`config.mk`:
```
export PLATFORM = sky130hd
export DESIGN_NAME = tmux_neuron_core
export DESIGN_NICKNAME = d
export VERILOG_FILES = /design/src/rtl/tnc_pkg.sv /design/src/rtl/tnc_sequencer.sv /design/src/rtl/tnc_threshold_rng.sv /design/src/rtl/tnc_integrator.sv /design/src/rtl/tnc_weight_fifo.sv /design/src/rtl/tmux_neuron_core.sv
export SDC_FILE = /design/constraint.sdc
export NUM_CORES = 1
export LEC_CHECK = 0
export ABC_AREA = 0
export BUFFER_PORTS_ARGS = -buffer_cell sky130_fd_sc_hd__buf_2
export CAP_MARGIN = 15
export CELL_PAD_IN_SITES_DETAIL_PLACEMENT = 0
export CELL_PAD_IN_SITES_GLOBAL_PLACEMENT = 2
export CORE_UTILIZATION = 35
export CTS_CLUSTER_DIAMETER = 120
export DETAILED_ROUTE_END_ITERATION = 10
export GPL_ROUTABILITY_DRIVEN = 0
export HOLD_SLACK_MARGIN = 0.15
export PLACE_DENSITY = 0.72
export SETUP_SLACK_MARGIN = 0.02
export SYNTH_ARGS = -nofsm -noshare
export SYNTH_HDL_FRONTEND = slang
export SYNTH_SLANG_ARGS = --single-unit
```
`constraint.sdc`:
```
create_clock -name clk -period 5.4 [get_ports clk]
set_input_delay 0.54 -clock clk [delete_from_list [all_inputs] [get_ports clk]]
set_output_delay 0.54 -clock clk [all_outputs]
set_load 0.01 [all_outputs]
```
`src/rtl/tnc_pkg.sv`:
```
package tnc_pkg;

  typedef enum logic [1:0] {
    MODE_IF    = 2'd0,
    MODE_SIF   = 2'd1,
    MODE_RELU  = 2'd2,
    MODE_LEARN = 2'd3
  } tnc_mode_e;

  localparam int RNG_W = 16;

  // one step of the threshold noise source
  function automatic logic [RNG_W-1:0] rng_next(input logic [RNG_W-1:0] s);
    return {s[RNG_W-2:0], s[15] ^ s[13] ^ s[12] ^ s[10]};
  endfunction

endpackage

```
`src/rtl/tnc_sequencer.sv`:
```
module tnc_sequencer #(
  parameter int M = 16,
  parameter int N = 16,
  localparam int SW = $clog2(M + 1),
  localparam int TW = $clog2(N + 4)
) (
  input  logic          clk,
  input  logic          rst_n,
  input  logic          sync_i,
  output logic          busy_o,
  output logic          start_o,
  output logic [SW-1:0] slot_o,
  output logic [TW-1:0] step_o,
  output logic          ph_acc_o,
  output logic          ph_bias_o,
  output logic          ph_pot_o,
  output logic          ph_cmp_o,
  output logic          ph_wb_o
);

  localparam logic [TW-1:0] STEP_BIAS = TW'(N);
  localparam logic [TW-1:0] STEP_POT  = TW'(N + 1);
  localparam logic [TW-1:0] STEP_CMP  = TW'(N + 2);
  localparam logic [TW-1:0] STEP_WB   = TW'(N + 3);
  localparam logic [SW-1:0] SLOT_TAIL = SW'(M);

  logic          busy_q;
  logic [SW-1:0] slot_q;
  logic [TW-1:0] step_q;
  logic          in_nrn;

  assign start_o = !busy_q && sync_i;

  always_ff @(posedge clk or negedge rst_n) begin
    if (!rst_n) begin
      busy_q <= 1'b0;
      slot_q <= '0;
      step_q <= '0;
    end else if (!busy_q) begin
      if (sync_i) begin
        busy_q <= 1'b1;
        slot_q <= '0;
        step_q <= '0;
      end
    end else if (step_q == STEP_WB) begin
      step_q <= '0;
      if (slot_q == SLOT_TAIL) busy_q <= 1'b0;
      else                     slot_q <= slot_q + 1'b1;
    end else begin
      step_q <= step_q + 1'b1;
    end
  end

  assign in_nrn    = busy_q && (slot_q != SLOT_TAIL);
  assign ph_acc_o  = in_nrn && (step_q < STEP_BIAS);
  assign ph_bias_o = in_nrn && (step_q == STEP_BIAS);
  assign ph_pot_o  = in_nrn && (step_q == STEP_POT);
  assign ph_cmp_o  = in_nrn && (step_q == STEP_CMP);
  assign ph_wb_o   = in_nrn && (step_q == STEP_WB);
  assign busy_o    = busy_q;
  assign slot_o    = slot_q;
  assign step_o    = step_q;

endmodule

```
`src/rtl/tnc_threshold_rng.sv`:
```
module tnc_threshold_rng #(
  parameter logic [15:0] SEED = 16'hACE1
) (
  input  logic        clk,
  input  logic        rst_n,
  input  logic        adv_i,
  output logic [15:0] rnd_o
);

  logic [15:0] state_q;

  always_ff @(posedge clk or negedge rst_n) begin
    if (!rst_n)     state_q <= SEED;
    else if (adv_i) state_q <= tnc_pkg::rng_next(state_q);
  end

  assign rnd_o = state_q;

endmodule

```
`src/rtl/tnc_integrator.sv`:
```
module tnc_integrator #(
  parameter int N   = 16,
  parameter int WW  = 8,
  parameter int PW  = 16,
  parameter int RXW = 4,
  localparam int TW  = $clog2(N + 4),
  localparam int AXW = (N > 1) ? $clog2(N) : 1
) (
  input  logic                 clk,
  input  logic                 rst_n,
  input  logic                 start_i,
  input  logic [N-1:0]         spk_vec_i,
  input  logic [TW-1:0]        step_i,
  input  logic                 ph_acc_i,
  input  logic                 ph_bias_i,
  input  logic                 ph_pot_i,
  input  logic                 ph_cmp_i,
  input  logic                 ph_wb_i,
  input  logic signed [WW-1:0] wt_i,
  input  logic signed [PW-1:0] bias_i,
  input  logic signed [PW-1:0] pot_i,
  input  logic signed [PW-1:0] thr_i,
  input  logic [RXW-1:0]       rexp_i,
  input  logic [1:0]           mode_i,
  input  logic [15:0]          rnd_i,
  output logic                 rng_adv_o,
  output logic                 fire_o,
  output logic signed [PW-1:0] newpot_o
);

  import tnc_pkg::*;

  localparam int XW  = PW + 2;
  localparam int TEW = PW + RNG_W + 1;
  localparam int MAX_I = (1 << (PW - 1)) - 1;
  localparam int MIN_I = -(1 << (PW - 1));
  localparam logic signed [XW-1:0] MAXV = XW'(MAX_I);
  localparam logic signed [XW-1:0] MINV = XW'(MIN_I);

  function automatic logic signed [PW-1:0] clamp(input logic signed [XW-1:0] x);
    if (x > MAXV) return MAXV[PW-1:0];
    if (x < MINV) return MINV[PW-1:0];
    return x[PW-1:0];
  endfunction

  function automatic logic signed [PW-1:0] sat_sum(input logic signed [PW-1:0] a,
                                                   input logic signed [PW-1:0] b);
    return clamp(XW'(a) + XW'(b));
  endfunction

  function automatic logic signed [PW-1:0] sat_diff(input logic signed [PW-1:0] a,
                                                    input logic signed [PW-1:0] b);
    return clamp(XW'(a) - XW'(b));
  endfunction

  logic [N-1:0]         spk_buf_q;
  logic signed [PW-1:0] acc_q;
  logic                 fire_q;
  logic signed [PW-1:0] newpot_q;

  tnc_mode_e             mode;
  logic [15:0]           range_mask;
  logic signed [TEW-1:0] thr_eff;
  logic                  fire_c;
  logic signed [PW-1:0]  newpot_c;
  logic                  cur_spk;

  assign mode       = tnc_mode_e'(mode_i);
  assign cur_spk    = spk_buf_q[step_i[AXW-1:0]];
  assign range_mask = ~(16'hFFFF << rexp_i);

  always_comb begin
    thr_eff = TEW'(thr_i);
    if (mode == MODE_SIF)
      thr_eff = TEW'(thr_i) + TEW'($signed({1'b0, rnd_i & range_mask}));
    fire_c = (TEW'(acc_q) >= thr_eff);
    if (mode == MODE_RELU) newpot_c = fire_c ? sat_diff(acc_q, thr_i) : acc_q;
    else                   newpot_c = fire_c ? '0 : acc_q;
  end

  always_ff @(posedge clk or negedge rst_n) begin
    if (!rst_n) begin
      spk_buf_q <= '0;
      acc_q     <= '0;
      fire_q    <= 1'b0;
      newpot_q  <= '0;
    end else begin
      if (start_i) begin
        spk_buf_q <= spk_vec_i;
        acc_q     <= '0;
      end
      if (ph_acc_i && cur_spk) acc_q <= sat_sum(acc_q, PW'(wt_i));
      if (ph_bias_i)           acc_q <= sat_sum(acc_q, bias_i);
      if (ph_pot_i)            acc_q <= sat_sum(acc_q, pot_i);
      if (ph_cmp_i) begin
        fire_q   <= fire_c;
        newpot_q <= newpot_c;
      end
      if (ph_wb_i) acc_q <= '0;
    end
  end

  assign rng_adv_o = ph_cmp_i && (mode == MODE_SIF);
  assign fire_o    = fire_q;
  assign newpot_o  = newpot_q;

endmodule

```
`src/rtl/tnc_weight_fifo.sv`:
```
module tnc_weight_fifo #(
  parameter int WW    = 8,
  parameter int DEPTH = 32,
  localparam int PTW = (DEPTH > 1) ? $clog2(DEPTH) : 1,
  localparam int CW  = $clog2(DEPTH + 1)
) (
  input  logic          clk,
  input  logic          rst_n,
  input  logic          push_i,
  input  logic [WW-1:0] din_i,
  input  logic          pop_i,
  output logic [WW-1:0] dout_o,
  output logic          valid_o,
  output logic          full_o,
  output logic [CW-1:0] count_o
);

  localparam logic [PTW-1:0] LAST = PTW'(DEPTH - 1);

  logic [WW-1:0]  mem_q [DEPTH];
  logic [PTW-1:0] wr_q, rd_q;
  logic [CW-1:0]  cnt_q;
  logic           push_ok, pop_ok;

  assign full_o  = (cnt_q == CW'(DEPTH));
  assign valid_o = (cnt_q != '0);
  assign push_ok = push_i && !full_o;
  assign pop_ok  = pop_i && valid_o;

  always_ff @(posedge clk or negedge rst_n) begin
    if (!rst_n) begin
      wr_q  <= '0;
      rd_q  <= '0;
      cnt_q <= '0;
    end else begin
      if (push_ok) wr_q <= (wr_q == LAST) ? '0 : wr_q + 1'b1;
      if (pop_ok)  rd_q <= (rd_q == LAST) ? '0 : rd_q + 1'b1;
      if (push_ok && !pop_ok)      cnt_q <= cnt_q + 1'b1;
      else if (pop_ok && !push_ok) cnt_q <= cnt_q - 1'b1;
    end
  end

  always_ff @(posedge clk) begin
    if (push_ok) mem_q[wr_q] <= din_i;
  end

  assign dout_o  = mem_q[rd_q];
  assign count_o = cnt_q;

endmodule

```
`src/rtl/tmux_neuron_core.sv`:
```
module tmux_neuron_core #(
  parameter int          M          = 16,
  parameter int          N          = 16,
  parameter int          WW         = 8,
  parameter int          PW         = 16,
  parameter int          RXW        = 4,
  parameter int          FIFO_DEPTH = 2 * N,
  parameter logic [15:0] LFSR_SEED  = 16'hACE1,
  localparam int IW  = (M > 1) ? $clog2(M) : 1,
  localparam int AXW = (N > 1) ? $clog2(N) : 1
) (
  input  logic           clk,
  input  logic           rst_n,
  input  logic           sync_i,
  input  logic [N-1:0]   axon_spk_i,
  output logic           busy_o,
  output logic [IW-1:0]  nrn_idx_o,
  output logic [AXW-1:0] wt_axon_o,
  output logic           wt_rd_o,
  input  logic [WW-1:0]  wt_data_i,
  input  logic [1:0]     cfg_mode_i,
  input  logic [PW-1:0]  cfg_bias_i,
  input  logic [PW-1:0]  cfg_thr_i,
  input  logic [RXW-1:0] cfg_rexp_i,
  input  logic [PW-1:0]  pot_rd_i,
  output logic           pot_we_o,
  output logic [PW-1:0]  pot_wd_o,
  output logic           spk_valid_o,
  output logic [IW-1:0]  spk_nrn_o,
  output logic           lrn_valid_o,
  output logic [WW-1:0]  lrn_wt_o,
  input  logic           lrn_pop_i
);

  localparam int SW = $clog2(M + 1);
  localparam int TW = $clog2(N + 4);
  localparam int CW = $clog2(FIFO_DEPTH + 1);

  // named internal events, also observed by the checker
  logic          start_w;
  logic [SW-1:0] slot_w;
  logic [TW-1:0] step_w;
  logic          ph_acc_w, ph_bias_w, ph_pot_w, ph_cmp_w, ph_wb_w;
  logic          rng_adv_w;
  logic [15:0]   rnd_w;
  logic          fire_w;
  logic [PW-1:0] newpot_w;
  logic          fifo_push_w;
  logic          fifo_full_w;
  logic [CW-1:0] fifo_cnt_w;

  tnc_sequencer #(.M(M), .N(N)) seq_i (
    .clk       (clk),
    .rst_n     (rst_n),
    .sync_i    (sync_i),
    .busy_o    (busy_o),
    .start_o   (start_w),
    .slot_o    (slot_w),
    .step_o    (step_w),
    .ph_acc_o  (ph_acc_w),
    .ph_bias_o (ph_bias_w),
    .ph_pot_o  (ph_pot_w),
    .ph_cmp_o  (ph_cmp_w),
    .ph_wb_o   (ph_wb_w)
  );

  tnc_threshold_rng #(.SEED(LFSR_SEED)) rng_i (
    .clk   (clk),
    .rst_n (rst_n),
    .adv_i (rng_adv_w),
    .rnd_o (rnd_w)
  );

  tnc_integrator #(.N(N), .WW(WW), .PW(PW), .RXW(RXW)) dp_i (
    .clk       (clk),
    .rst_n     (rst_n),
    .start_i   (start_w),
    .spk_vec_i (axon_spk_i),
    .step_i    (step_w),
    .ph_acc_i  (ph_acc_w),
    .ph_bias_i (ph_bias_w),
    .ph_pot_i  (ph_pot_w),
    .ph_cmp_i  (ph_cmp_w),
    .ph_wb_i   (ph_wb_w),
    .wt_i      ($signed(wt_data_i)),
    .bias_i    ($signed(cfg_bias_i)),
    .pot_i     ($signed(pot_rd_i)),
    .thr_i     ($signed(cfg_thr_i)),
    .rexp_i    (cfg_rexp_i),
    .mode_i    (cfg_mode_i),
    .rnd_i     (rnd_w),
    .rng_adv_o (rng_adv_w),
    .fire_o    (fire_w),
    .newpot_o  (newpot_w)
  );

  assign fifo_push_w = ph_acc_w && (tnc_pkg::tnc_mode_e'(cfg_mode_i) == tnc_pkg::MODE_LEARN);

  tnc_weight_fifo #(.WW(WW), .DEPTH(FIFO_DEPTH)) fifo_i (
    .clk     (clk),
    .rst_n   (rst_n),
    .push_i  (fifo_push_w),
    .din_i   (wt_data_i),
    .pop_i   (lrn_pop_i),
    .dout_o  (lrn_wt_o),
    .valid_o (lrn_valid_o),
    .full_o  (fifo_full_w),
    .count_o (fifo_cnt_w)
  );

  assign nrn_idx_o   = slot_w[IW-1:0];
  assign wt_axon_o   = step_w[AXW-1:0];
  assign wt_rd_o     = ph_acc_w;
  assign pot_we_o    = ph_wb_w;
  assign pot_wd_o    = newpot_w;
  assign spk_valid_o = ph_wb_w && fire_w;
  assign spk_nrn_o   = slot_w[IW-1:0];

endmodule

```
# Word-level counts from Yosys, hierarchy flattened
# Memory sizes are Yosys's and may differ from the RTL's.
# Index checks and enable logic that the tools add are counted.
# word_totals
register_bits,92
latch_bits,0
mem_bits_rw,256
rom_bits,0
inputBits,82
out_inout_bits,41
mem_count,1
# memory_table
name,words,width,rd,rd_clocked_by_memory_dff,wr,line_no,text
fifo_i.mem_q,32,8,1,0,1,tnc_weight_fifo.sv:20,logic [WW-1:0] mem_q [DEPTH];
# classes
addsub,11
n_mul,0
div,0
n_lt_le_gt_ge,11
n_eq_ne,14
shift,1
n_mux,63
n_bitwise,5
n_reduce_logical,24
# ops
cell,n
16-bit two-way mux,24
18-bit by 16-bit greater-than comparator with 1-bit output (second input constant),4
18-bit by 16-bit < comparator with 1-bit output (second input constant),4
5-bit two-way mux,8
5-bit == test (second input constant),7
16-bit by 16-bit adder with 17-bit output,2
16-bit by 33-bit >= comparator with 1-bit output,1
33-bit two-way mux,1
1-bit two-way mux,27
5-bit by 1-bit adder with 5-bit output (second input constant),4
16-bit by 17-bit adder with 18-bit output,1
16-bit by 8-bit adder with 17-bit output,1
16-bit by 16-bit subtractor with 17-bit output,1
16-bit AND,1
16-bit NOT,1
16-bit by 4-bit left shift with 16-bit output (first input constant),1
1-bit logical AND,15
6-bit two-way mux,2
6-bit by 1-bit adder with 6-bit output (second input constant),1
6-bit == test (second input constant),1
6-bit nonzero test,1
6-bit by 1-bit subtractor with 6-bit output (second input constant),1
4-bit by 5-bit < comparator with 1-bit output (second input constant),1
5-bit < comparator (second input constant),1
other kinds (10),18

# Depth between registers and ports, before layout
# depth
depth_word,13
mapped_depth,25
mapped_depth_nobuf,22

# Modules after synthesis
# Synthesis repeated with hierarchy kept, for this count alone.
# hier_totals
hier_cells,1535
area_unflattened_um2,19378.6
# by_module_without_submodules
module,instances,cells_per_inst,area_each_um2,seq_area_each_um2
tnc_weight_fifo,1,578,11005.6,8087.8
tnc_integrator,1,828,6869.1,1226.2
tnc_sequencer,1,85,785.8,275.3
tnc_threshold_rng,1,38,675.6,410.4
tmux_neuron_core,1,6,42.5,0.0

# Worst setup path after synthesis
# OpenSTA, ideal clock, no wires.
# synth_path
path_kind,input to register
start,input cfg_rexp_i[1]
end,"register dp_i.newpot_q[14], in the netlist dp_i.newpot_o[14]"
setup_time_ps,141
t_arrival_ps,4603
setup_slack_ps,656
cell_stages,22
cell_sequence,clkbuf_1 -> o31ai_1 -> inv_1 -> ha_1 -> a21o_1 -> a21oi_1 -> o21a_1 -> o21ai_0 -> a211oi_1 -> o31ai_1 -> o21a_1 -> o21ai_0 -> xnor2_1 -> ha_1 -> nor2b_1 -> o21ai_0 -> o2111ai_1 -> a21oi_1 -> clkbuf_1 -> clkbuf_1 -> nand3b_1 -> a31oi_1
# synth_between
elab_chain_cells,8
elab_cells_between_ends,9
classes_between,add/sub: 1; order compare: 1; shift: 1; mux: 4; bitwise: 2
# synth_lines
item,line_no,text
start: declaration,tmux_neuron_core.sv:24,"input logic [RXW-1:0] cfg_rexp_i,"
16-bit by 4-bit left shift with 16-bit output (*),tnc_integrator.sv:70,assign range_mask = ~(16'hFFFF << rexp_i);
16-bit NOT (*),tnc_integrator.sv:70,
16-bit AND (*),tnc_integrator.sv:75,"thr_eff = TEW'(thr_i) + TEW'($signed({1'b0, rnd_i & range_mask}));"
16-bit by 17-bit adder with 18-bit output (*),tnc_integrator.sv:75,
33-bit two-way mux (*),tnc_integrator.sv:74,if (mode == MODE_SIF)
16-bit by 33-bit >= comparator with 1-bit output (*),tnc_integrator.sv:76,fire_c = (TEW'(acc_q) >= thr_eff);
16-bit two-way mux (on tied branches),"tnc_integrator.sv:78, tnc_integrator.sv:77",
16-bit two-way mux (*),tnc_integrator.sv:77,"if (mode == MODE_RELU) newpot_c = fire_c ? sat_diff(acc_q, thr_i) : acc_q;"
end signal: assignment,tnc_integrator.sv:97,newpot_q <= newpot_c;
end: declaration,tnc_integrator.sv:59,logic signed [PW-1:0] newpot_q;
# Every way passes the cells marked *; elsewhere a longest branch is shown, timed or not.
# A chain may end at the register's enable or synchronous reset.

# Worst setup path after layout
# layout_path
start,input cfg_rexp_i[2]
end,"register dp_i.newpot_q[11], in the netlist dp_i.newpot_o[11]"
# The elaborated chain is that of the path after synthesis.

==> impl_metrics.yaml <==
timing:
  post-route-period-util_pct: 88.7
  fin_skew_ns: 0.0264
  slew_headroom_pct: 38.2
  final_hold_viol_count: 0
  max_freq_ghz: 0.209
  tightest_slew_ns: 0.927
  tns_ns: 0
  post-route-min-period_ns: 4.79
  setup_viol: 0
  drv_slew: 0
  rsz0062_at_grt: "false"
  holdWs_ns: 0.180
critical_path:
  end_kind: "flip-flop"
  crit_type: "input pin to flip-flop"
  cp_max_fo: 21
  start_kind: "input pin"
  arrival_ns: 5.21
  crit_required_ns: 5.82
yosys:
  synth_cells: 1530
  synthArstFlopShare_pct: 26.4
  synth_warnings: 0
  synth_edf_count: 256
  ys_ff_latch: 348
  yosysUniqueCellTypes: 74
  synth.avg_cell_area_sq_um: 12.5
  synth_fp_nets: 1732
  yosysSeqAreaShare_pct: 52.4
  syn-cell-area_sq_um: 19100
  synth_ff_type: "edfxtp_1"
cts:
  htreeDepth: 2
  clk_pin_slew_ns: 0.06
  cts_tree: "done"
  clk_latency_ns: 0.57
  cts-root-buf: "clkbuf_16"
  cts_sinks: 348
  numCtsBuffers: 39
  clock_path_buffers: 3
placement:
  dpl_cell_area_sq_um: 20400
  dp_hpwl_um: 35000
  io_buffer_count: 122
floorplan:
  core_area_sq_um: 53800
  die_x_um: 236
  die-area_sq_um: 55500
  initial_utilization_pct: 35.5
  io_pins: 123
  die_h_um: 236
  rows: 85
pwr:
  power.leakage_nw: 8.39
  ir_drop_v: 0.000218
  power_mw: 8.88
  power.density_nw_per_um2: 409
final_layout:
  final_cell_mix: "256 x edfxtp_1, 140 x nand2_1, 128 x a21oi_1"
  finish.utilization_pct: 40.3
  areaGrowthSynthToFinish_pct: 13.7
  layout_commonest_cell: "edfxtp_1"
  fin_area_sq_um: 21700
  drive_gt1_share_pct: 21.1
  fin_nets: 1850
  antenna_cells: 0
  num-fill-cells: 5128
grt:
  grt_use_total_pct: 17.8
  grt.overflow.total: 0
  antenna_found_initial: 0
  grt_max_degree: 52
  grt_pass1_vias: 12800
  grt_pass1_wl_um: 75800
detailed_routing:
  viasPerCell: 5.28
  drtIter0Drc: 750
  routed_wl_um: 49100
  drc: 0
  vias: 12500
  drt-pass1-iter-count: 5
  wl_per_cell_um: 20.7
  drtAntennaViolNets: 0
worst_hold_path:
  hold_class: "input pin to flip-flop"
status:
  status: "finished, final reports clean"
run:
  drv_cap: 0
==> timing repair <==
item / in CTS / in global routing
gates resized for setup: 0 / 0
setup buffers: 0 / 0
hold buffers: 4 / 0
hold endpoints to repair: 53 / 0
==> power breakdown <==
group	switching (mW)	total, mW	leakage [nW]	internal (mW)
registers	0.394	3.46	3.44	3.06
logic	1.45	2.78	4.34	1.33
clock network	1.11	2.64	0.611	1.53
==> stage by stage <==
stage / setup WS (ns) / instances
finish: 0.608 / 2370
global placement: 0.205 / 2299
global route: 0.213 / 2370
CTS: 0.652 / 2370
floorplan: 0.656 / 1530
detailed placement: 0.0578 / 2299
==> Yosys cell counts (17+ instances only) <==
cell type	n	area, sq um
nor2b_1	18	113
nor3_1	22	110
o21ai_0	71	355
mux2_2	28	315
ha_1	114	1430
nand3_1	20	100
inv_1	48	180
dfrtp_1	84	2100
a21oi_1	128	641
clkbuf_1	32	120
edfxtp_1	256	7690
a21o_1	24	180
and3_1	17	106
xor2_1	19	166
xnor2_1	46	403
nand2_1	140	526
nor2_1	123	462
nand2b_1	19	119
mux4_2	84	1890
==> final timing paths <==
path,startpoint,end,slack [ns],depth (start not counted)
max in group asynchronous,rst_n,fifo_i.rd_q[0]$_DFFE_PN0P_,3.70,3
hold / removal,axon_spk_i[2],dp_i.spk_buf_q[2]$_DFFE_PN0P_,0.18,3
min in group asynchronous,rst_n,dp_i.spk_buf_q[4]$_DFFE_PN0P_,0.58,2
setup / recovery,cfg_rexp_i[2],dp_i.newpot_o[11]$_DFFE_PN0P_,0.61,22
hold reg to reg,dp_i.spk_buf_q[6]$_DFFE_PN0P_,dp_i.spk_buf_q[6]$_DFFE_PN0P_,0.47,2
setup reg to reg,rng_i.rnd_o[1]$_DFFE_PN0P_,dp_i.newpot_o[11]$_DFFE_PN0P_,0.66,21
==> kinds of logic (layout without fill, tap and decap cells) <==
logic type	Yosys count	count (layout)	share of synthesized area (%)
muxes	114	114	11.7
adders and majority gates	120	120	8.10
AOI/OAI and AO/OA	350	350	12.1
DFF	348	348	52.4
buffers and inverters	115	259	2.63
and+or+nand+nor	418	418	10.2
xor gates and xnor gates	65	65	2.98
==> critical path, stage by stage <==
cell	delay (ns)
buf_2	0.17
o31ai_1	0.41
inv_1	0.09
ha_1	0.28
a21o_1	0.16
a21oi_1	0.22
o21a_1	0.16
o21ai_0	0.17
a211oi_1	0.48
o31ai_1	0.19
o21a_1	0.19
o21ai_0	0.30
nand2_1	0.12
ha_1	0.33
nand2b_1	0.13
o31ai_1	0.07
a211oi_1	0.21
a21oi_1	0.08
buf_4	0.21
nand2b_1	0.25
a31oi_1	0.33
a21oi_1	0.11
==> area by class of cell <==
type / instances / area, sq um / area share (%)
Multi-Input combinational cell: 1067 / 8590 / 39.6
Clock buffer: 44 / 995 / 4.58
Inverter: 50 / 188 / 0.865
Tap cell: 696 / 871 / 4.01
Timing Repair Buffer: 142 / 786 / 3.62
Clock inverter: 23 / 265 / 1.22
Sequential cell: 348 / 10000 / 46.1
==> state kept, by name (all words and copies together), names as in the netlist <==
signal,flops
fifo_i.rd_q,5
dp_i.acc_q,16
seq_i.step_o,5
fifo_i.wr_q,5
dp_i.newpot_o,16
dp_i.fire_o,1
seq_i.slot_o,5
fifo_i.mem_q,256
rng_i.rnd_o,16
seq_i.busy_o,1
dp_i.spk_buf_q,16
fifo_i.count_o,6
==> layer usage <==
layer	routed length [um]	GRT usage, %	vias to the layer above
met1	23400	25.4	6141
li1	-	-	6046
met5	0	0	-
met3	2410	2.73	53
met2	22500	28.3	279
met4	768	4.14	0
No activity file was read; power rests on OpenSTA's default activity.
